--- src/rtl/stat_fifo_pkg.sv ---
package stat_fifo_pkg;
  localparam int unsigned DEF_DEPTH = 12;
  localparam int unsigned DEF_WIDTH = 8;
endpackage

--- src/rtl/stat_fifo_ptr.sv ---
module stat_fifo_ptr #(
  parameter int unsigned DEPTH = stat_fifo_pkg::DEF_DEPTH,
  localparam int unsigned PW = $clog2(DEPTH)
) (
  input  logic          clk_i,
  input  logic          rst_ni,
  input  logic          clr_i,
  input  logic          adv_i,
  output logic [PW-1:0] ptr_o
);
  localparam logic [PW-1:0] LAST = PW'(DEPTH - 1);

  always_ff @(posedge clk_i or negedge rst_ni) begin
    if (!rst_ni)     ptr_o <= '0;
    else if (clr_i)  ptr_o <= '0;
    else if (adv_i)  ptr_o <= (ptr_o == LAST) ? '0 : ptr_o + PW'(1);
  end

  assert_ptr_range_R10: assert property (@(posedge clk_i) disable iff (!rst_ni)
    ptr_o <= LAST);
endmodule

--- src/rtl/stat_fifo_ctrl.sv ---
module stat_fifo_ctrl #(
  parameter int unsigned DEPTH = stat_fifo_pkg::DEF_DEPTH,
  localparam int unsigned CW = $clog2(DEPTH + 1)
) (
  input  logic          clk_i,
  input  logic          rst_ni,
  input  logic          wr_i,
  input  logic          done_i,
  input  logic          clr_i,
  input  logic          rd_i,
  output logic          push_o,
  output logic          pop_o,
  output logic          armed_o,
  output logic          ovf_o,
  output logic [CW-1:0] count_o
);
  localparam logic [CW-1:0] FULL = CW'(DEPTH);
  localparam logic [CW-1:0] ONE  = CW'(1);

  assign push_o = wr_i & (count_o != FULL) & ~clr_i;
  assign pop_o  = rd_i & armed_o & ~clr_i;

  always_ff @(posedge clk_i or negedge rst_ni) begin
    if (!rst_ni) begin
      count_o <= '0;
      armed_o <= 1'b0;
      ovf_o   <= 1'b0;
    end else if (clr_i) begin
      count_o <= '0;
      armed_o <= 1'b0;
      ovf_o   <= 1'b0;
    end else begin
      if (push_o && !pop_o)      count_o <= count_o + ONE;
      else if (pop_o && !push_o) count_o <= count_o - ONE;
      // final byte leaves: drop flag; empty queue cannot be armed
      if (pop_o && !push_o && count_o == ONE) armed_o <= 1'b0;
      else if (done_i && count_o != '0)       armed_o <= 1'b1;
      if (wr_i && count_o == FULL) ovf_o <= 1'b1;
    end
  end

  assert_count_bound_R9: assert property (@(posedge clk_i) disable iff (!rst_ni)
    count_o <= FULL);
  assert_armed_nonempty_R3: assert property (@(posedge clk_i) disable iff (!rst_ni)
    armed_o |-> count_o != '0);
  assert_last_read_drops_R5: assert property (@(posedge clk_i) disable iff (!rst_ni)
    (rd_i && armed_o && !wr_i && !clr_i && count_o == ONE) |=> !armed_o);
  assert_no_overflow_R7: assert property (@(posedge clk_i) disable iff (!rst_ni)
    (wr_i && !clr_i && count_o == FULL) |=> (ovf_o && count_o <= FULL));
  assert_idle_read_R6: assert property (@(posedge clk_i) disable iff (!rst_ni)
    (rd_i && !armed_o && !wr_i && !clr_i) |=> $stable(count_o));
  assert_clear_R8: assert property (@(posedge clk_i) disable iff (!rst_ni)
    clr_i |=> (count_o == '0 && !armed_o && !ovf_o));
endmodule

--- src/rtl/stat_fifo_mem.sv ---
module stat_fifo_mem #(
  parameter int unsigned DEPTH = stat_fifo_pkg::DEF_DEPTH,
  parameter int unsigned WIDTH = stat_fifo_pkg::DEF_WIDTH,
  localparam int unsigned PW = $clog2(DEPTH)
) (
  input  logic             clk_i,
  input  logic             we_i,
  input  logic [PW-1:0]    waddr_i,
  input  logic [WIDTH-1:0] wdata_i,
  input  logic [PW-1:0]    raddr_i,
  output logic [WIDTH-1:0] rdata_o
);
  logic [WIDTH-1:0] mem_q [DEPTH];

  always_ff @(posedge clk_i) begin
    if (we_i) mem_q[waddr_i] <= wdata_i;
  end

  assign rdata_o = mem_q[raddr_i];
endmodule

--- src/rtl/stat_fifo.sv ---
module stat_fifo #(
  parameter int unsigned DEPTH = stat_fifo_pkg::DEF_DEPTH,
  parameter int unsigned WIDTH = stat_fifo_pkg::DEF_WIDTH,
  localparam int unsigned PW = $clog2(DEPTH),
  localparam int unsigned CW = $clog2(DEPTH + 1)
) (
  input  logic             clk_i,
  input  logic             rst_ni,
  input  logic             uc_wr_i,
  input  logic [WIDTH-1:0] uc_wdata_i,
  input  logic             uc_done_i,
  input  logic             uc_clear_i,
  input  logic             host_rd_i,
  output logic [WIDTH-1:0] host_rdata_o,
  output logic             stat_en_no,
  output logic             stat_busy_o,
  output logic             ovf_o,
  output logic [CW-1:0]    count_o
);
  logic          push, pop, armed;
  logic [PW-1:0] ptr [2];
  logic [WIDTH-1:0] head;

  stat_fifo_ctrl #(.DEPTH(DEPTH)) i_ctrl (
    .clk_i, .rst_ni,
    .wr_i(uc_wr_i), .done_i(uc_done_i), .clr_i(uc_clear_i), .rd_i(host_rd_i),
    .push_o(push), .pop_o(pop), .armed_o(armed), .ovf_o, .count_o
  );

  // index 0: write side, index 1: read side
  for (genvar g = 0; g < 2; g++) begin : g_ptr
    stat_fifo_ptr #(.DEPTH(DEPTH)) i_ptr (
      .clk_i, .rst_ni, .clr_i(uc_clear_i),
      .adv_i(g == 0 ? push : pop), .ptr_o(ptr[g])
    );
  end

  stat_fifo_mem #(.DEPTH(DEPTH), .WIDTH(WIDTH)) i_mem (
    .clk_i, .we_i(push), .waddr_i(ptr[0]), .wdata_i(uc_wdata_i),
    .raddr_i(ptr[1]), .rdata_o(head)
  );

  always_ff @(posedge clk_i or negedge rst_ni) begin
    if (!rst_ni)         host_rdata_o <= '0;
    else if (uc_clear_i) host_rdata_o <= '0;
    else if (host_rd_i)  host_rdata_o <= pop ? head : '0;
  end

  assign stat_en_no  = ~armed;
  assign stat_busy_o = (count_o != '0);

  assert_idle_read_zero_R6: assert property (@(posedge clk_i) disable iff (!rst_ni)
    (host_rd_i && stat_en_no && !uc_clear_i) |=> host_rdata_o == '0);
  assert_flag_low_busy_R9: assert property (@(posedge clk_i) disable iff (!rst_ni)
    !stat_en_no |-> stat_busy_o);
endmodule

--- config.mk ---
export PLATFORM = sky130hd
export DESIGN_NAME = stat_fifo
export DESIGN_NICKNAME = d
export VERILOG_FILES = /design/src/rtl/stat_fifo_pkg.sv /design/src/rtl/stat_fifo_ptr.sv /design/src/rtl/stat_fifo_ctrl.sv /design/src/rtl/stat_fifo_mem.sv /design/src/rtl/stat_fifo.sv
export SDC_FILE = /design/constraint.sdc
export NUM_CORES = 1
export LEC_CHECK = 0
export BUFFER_PORTS_ARGS = -buffer_cell sky130_fd_sc_hd__buf_2
export CAP_MARGIN = 20
export CORE_MARGIN = 1
export CORE_UTILIZATION = 35
export CTS_CLUSTER_SIZE = 16
export DETAILED_ROUTE_END_ITERATION = 7
export GPL_TIMING_DRIVEN = 0
export MAX_ROUTING_LAYER = met4
export SYNTH_ARGS = -nofsm -noshare
export SYNTH_HDL_FRONTEND = slang
export SYNTH_SLANG_ARGS = --single-unit
--- constraint.sdc ---
create_clock -name clk_i -period 2.75 [get_ports clk_i]
set_clock_uncertainty 0.1 [all_clocks]
set_input_delay 0.6875 -clock clk_i [delete_from_list [all_inputs] [get_ports clk_i]]
set_output_delay 0.6875 -clock clk_i [all_outputs]
set_load 0.1 [all_outputs]
# Yosys cells after proc, flatten, opt, wreduce, memory -nomap -nowiden

Memory sizes are Yosys's and may differ from the RTL's.
Cells that the tools add are included.

Flip-flop bits (word level): 22
Latch bits: 0
Memory bits (writable): 96
ROM bits: 0
Output and inout port bits: 15
Word-level logic and storage cells: 55
Memories kept: 1

Memories:

| memory      | words | width | read ports | clocked after Yosys merged registers in | write ports | RTL line            | text |
|---|---|---|---|---|---|---|---|
| i_mem.mem_q | 12    | 8     | 1          | 0                                       | 1           | stat_fifo_mem.sv:13 | `logic [WIDTH-1:0] mem_q [DEPTH];` |

Add/subtract/negate cells: 4
$mul: 0
Div/mod/pow operators: 0
Order comparisons: 0
Equal/unequal tests: 5
Shifts and indexed selects: 0
Multiplexer cells: 19
Bitwise operators: 6
Reductions and logical operators: 14

Operators by type and width:

| kind                                              | number |
|---|---|
| 2-to-1 mux 4 bit                                  | 9 |
| 2-to-1 mux 8 bit                                  | 3 |
| adder 4 x 1 -> 4 bit (second input constant)      | 3 |
| == test 4 bit (second input constant)             | 3 |
| nonzero test 2 bit                                | 4 |
| 2-to-1 mux 1 bit                                  | 7 |
| nonzero test 3 bit                                | 2 |
| logical AND 1 bit                                 | 5 |
| bitwise AND 1 bit                                 | 4 |
| == test 4 x 1 -> 1 bit (second input constant)    | 1 |
| inequality test 4 bit (second input constant)     | 1 |
| nonzero test 4 bit                                | 1 |
| subtractor 4 x 1 -> 4 bit (second input constant) | 1 |
| zero test 1 bit                                   | 2 |
| NOT 1 bit                                         | 2 |

# Depth between registers and ports, before layout

Depth in word-level cells: 8
Mapped depth: 7

# By module

A second synthesis with hierarchy kept.

Cell total of the unflattened synthesis: 288
Area total of the unflattened synthesis: 4899.7 µm²

By module, submodules not included:

| module         | instances | cells each | area an instance (µm²) | seq. area each (µm²) |
|---|---|---|---|---|
| stat_fifo_mem  | 1         | 174        | 3713.6                 | 2882.8 |
| stat_fifo_ctrl | 1         | 48         | 432.9                  | 150.1 |
| stat_fifo_ptr  | 2         | 21         | 210.2                  | 100.1 |
| stat_fifo      | 1         | 24         | 332.8                  | 200.2 |

# Least setup slack after synthesis

No wires, ideal clock.

Kind: register -> register
Start point: register i_ctrl.count_o[0]
End point: memory i_mem.mem_q[5][0] in the netlist's numbering (enable)
Library setup time: 0.398 ns
Data arrival time: 2.803 ns
Setup slack: -0.551 ns
Cell stages (with the launch flop): 7
Path buffers: 1
Period minus slack after synthesis: 3.301 ns
Cell sequence: dfrtp_1 > inv_1 > ha_1 > nand3_2 > nand2_1 > buf_2 > nor4b_1

Longest elaborated chain between the ends: 5

RTL lines:

| element                                | RTL line             | text |
|---|---|---|
| start, declared                        | stat_fifo_ctrl.sv:15 | `output logic [CW-1:0] count_o` |
| start signal, assigned                 | stat_fifo_ctrl.sv:33 | `if (push_o && !pop_o) count_o <= count_o + ONE;` |
| start signal, assigned                 | stat_fifo_ctrl.sv:34 | `else if (pop_o && !push_o) count_o <= count_o - ONE;` |
| inequality test 4 bit                  | stat_fifo_ctrl.sv:20 | `assign push_o = wr_i & (count_o != FULL) & ~clr_i;` |
| bitwise AND 1 bit (2 in series)        | stat_fifo_ctrl.sv:20 |  |
| 2-to-1 mux 1 bit                       | stat_fifo_mem.sv:16  | `if (we_i) mem_q[waddr_i] <= wdata_i;` |
| 2-to-1 mux 1 bit (not written as such) | stat_fifo_mem.sv:16  |  |
| end, declared                          | stat_fifo_mem.sv:13  |  |

No other way between the ends.

# Worst setup path in the final report

Start point: register i_ctrl.count_o[0]
End point: memory i_mem.mem_q[9][3] in the netlist's numbering (enable)

Same word-level chain as after synthesis.

==> flow_metrics.py <==
metrics = {
    "grt": {
        "antenna_found_initial": 0,
        "gr-total-overflow": 0,
        "grt_pass1_vias": 2759,
        "grt_usage_pct": 15.4,
        "grt_pass1_wl_um": 15400,
        "grt_max_degree": 23,
    },
    "synth": {
        "ys_ff_latch": 118,
        "netlist.area_leader.share_pct": 59.0,
        "yosysSeqAreaShare_pct": 70.3,
        "yosysTopAreaCell": "edfxtp_1",
        "synth-edff-count": 96,
        "synth_area_leaders": "edfxtp_1 (59%), dfrtp_1 (11%), mux4_2 (8.8%), mux4_1 (2.7%), a22oi_1 (2.5%)",
        "synth_most_common_cell": "edfxtp_1",
        "ys_async_sr_fraction_pct": 18.6,
        "ys_types": 41,
        "yosysWarnings": 0,
        "synthesis.nets": 305,
        "synthXorXnorAreaFrac_pct": 0.359,
        "synth_commonest_cells": "edfxtp_1 (96), dfrtp_1 (22), mux4_2 (19)",
        "synth.area.mux_share_pct": 11.9,
        "synth_cells": 283,
        "synth_fa_ha_area_share_pct": 2.05,
        "yosys.area_share.simple_pct": 7.25,
        "syn_area_per_cell_um2": 17.3,
        "synth_ff_type": "edfxtp_1",
        "netlist_area_um2": 4880,
        "synth_compound_area_share_pct": 5.61,
        "synth_top_family_by_area": "multiplexers",
    },
    "run_status": {
        "status": "completed",
    },
    "timing": {
        "slew_violations": 0,
        "layout_setup_ws_ns": 0.188,
        "period_minus_slack_ns": 2.56,
        "finalHoldViolCount": 0,
        "period_share_pct": 93.2,
        "fmax_ghz": 0.390,
        "setup-violations-final": 0,
        "finalSetupTns_ns": 0,
        "fin_hold_ws_ns": 0.159,
        "maxSlewHeadroom_pct": 27.3,
        "tightest_slew_ns": 1.08,
        "rsz0062_at_grt": "no",
    },
    "worst_setup_path": {
        "reg2reg_to": "i_mem.mem_q[9][3]",
        "worst-endpoint-required_ns": 2.68,
        "critical-path-max-stage-delay_ns": 0.90,
        "setup.worst_path.end_class": "flip-flop",
        "startpoint_type": "flip-flop",
        "cp_cell_sequence": "inv_1 -> ha_1 -> nand3_2 -> nand2_1 -> buf_2 -> nor4_2",
        "r2r-start": "i_ctrl.count_o[0]",
        "rr_worst_depth": 6,
        "crit_fanout": 10,
        "critPathSlowestCell": "nor4_2",
        "path_class": "reg -> reg",
        "arrival_ns": 2.49,
        "ff2ff_setup_slack_ns": 0.19,
    },
    "clock_network": {
        "clk_pin_slew_ns": 0.06,
        "htree_levels": 4,
        "clockBufferDepth": 2,
        "post_cts_buffers": 0,
        "cts_made_buffers": 17,
        "numClockSinks": 118,
        "cts_tree": "yes",
        "clockRootBuffer": "clkbuf_16",
        "insertion_delay_ns": 0.41,
    },
    "floorplan": {
        "dieArea_um2": 14400,
        "fp.coreArea_um2": 13400,
        "fp.dieW_um": 120,
        "start_util_pct": 36.5,
        "die_h_um": 120,
        "fp-row-count": 42,
        "ios": 29,
    },
    "route": {
        "routedWlPerCell_um": 19.1,
        "drc": 0,
        "first_pass_iters": 4,
        "ant_nets": 0,
        "drt_wl_total_um": 9910,
        "drt_iter0_markers": 169,
        "viasPerCell": 5.19,
        "vias": 2699,
    },
    "power_and_ir_drop": {
        "p_leak_nw": 2.08,
        "power_density_nw_per_um2": 831,
        "ir_worst_vdd_v": 0.000466,
    },
    "placed_design": {
        "hpwl_um": 6460,
        "routabilityCongestion": 0.778,
        "place_ws_ns": 0.00801,
        "dpl.cell_count": 488,
        "post_dp_cell_area_um2": 5280,
        "numPortBuffers": 27,
    },
    "layout": {
        "fin_area_um2": 5890,
        "instances_no_fill": 520,
        "final-seq-area_um2": 3440,
        "multi_input_area_um2": 1350,
        "area_growth_pct": 20.5,
        "fin_nets": 353,
        "fill_cells": 1162,
        "drive_above_1_share_pct": 26.7,
        "antenna_cells": 0,
    },
    "flow_run": {
        "maxCapViolations": 0,
    },
    "hold_path": {
        "holdCritPathClass": "in -> async",
    },
}
-- flip-flops by register name, indices dropped and copies added (netlist names) --
signal,count
i_mem.mem_q,96
g_ptr.i_ptr.ptr_o,8
host_rdata_o,8
i_ctrl.count_o,4
i_ctrl.armed_o,1
i_ctrl.ovf_o,1
-- placed cells by master, fill, tap and decap left out, types with 3 or more instances in the layout --
master	synthesis	routed
nand3_1	5	5
a21oi_1	10	10
and2_1	5	4
a22oi_1	16	16
nor2_1	17	17
ha_1	8	8
nor3_1	4	4
mux4_2	19	19
nor4_2	2	4
clkbuf_16	0	17
a31oi_1	3	3
clkbuf_1	6	8
and3_1	3	3
buf_4	1	3
dfrtp_1	22	20
inv_1	10	10
edfxtp_1	96	96
o21ai_0	4	4
bufinv_16	0	4
buf_2	3	30
clkinv_1	0	3
nand2_1	16	16
mux4_1	5	5
-- worst max-delay path, delay by kind of cell, from the launching register on --
family                     cells  cell delay, ns
DFF                            1            0.40
and+or+nand+nor                3            1.14
buffers and inverters          2            0.28
adders and majority gates      1            0.26
-- per-stage QoR --
stage | utilization, % | power [W]
floorplan | - | 0.00251
global placement | 39.3 | 0.00264
detailed placement | 39.4 | 0.00265
CTS | 43.9 | 0.00493
global route | 43.9 | 0.00504
finish | 43.9 | 0.00489
-- metal layers --
| metal | share of wire, % | vias to the layer above | GRT usage, % |
|---|---|---|---|
| met2 | 50 | 73 | 23.7 |
| met4 | 0.88 | 0 | 5.31 |
| li1 | - | 1229 | - |
| met3 | 5.0 | 11 | 5.32 |
| met5 | 0 | - | - |
| met1 | 44 | 1386 | 19.0 |
-- how the worst max path moves through the flow --
stage | from | endpoint
after global routing | i_ctrl.count_o[0] | i_mem.mem_q[4][2]
after CTS | i_ctrl.count_o[0] | i_mem.mem_q[9][0]
after floorplan | i_ctrl.count_o[3] | stat_busy_o
final | i_ctrl.count_o[0] | i_mem.mem_q[9][3]
after detailed placement | uc_clear_i | i_mem.mem_q[9][1]
after global placement | uc_clear_i | i_mem.mem_q[5][6]
-- repair_timing --
item | 4_1_cts | 5_1_grt
hold buffers | 0 | 0
resized for setup | 0 | 1
setup endpoints to repair | 0 | 8
-- area by class of cell --
class | count | share of cell area [%]
buffer | 13 | 1.49
clock buffer | 19 | 7.35
clock inverter | 13 | 3.02
inverter | 10 | 0.637
multi-input combinational | 142 | 22.9
sequential | 118 | 58.4
tap | 176 | 3.74
timing repair buffer | 29 | 2.55
-- where the power goes --
part	leakage (nW)	internal, W	switching [W]
combinational	0.628	0.000164	0.000432
sequential	1.16	0.00198	0.0000367
clock	0.290	0.00151	0.000771
-- logic make-up after synthesis --
logic type	after synthesis
AOI/OAI and AO/OA	41
muxes	26
and+or+nand+nor	65
adders and majority gates	8
xor gates and xnor gates	2
DFF	118
buffers and inverters	23
No activity file was read; power rests on OpenSTA's default activity.
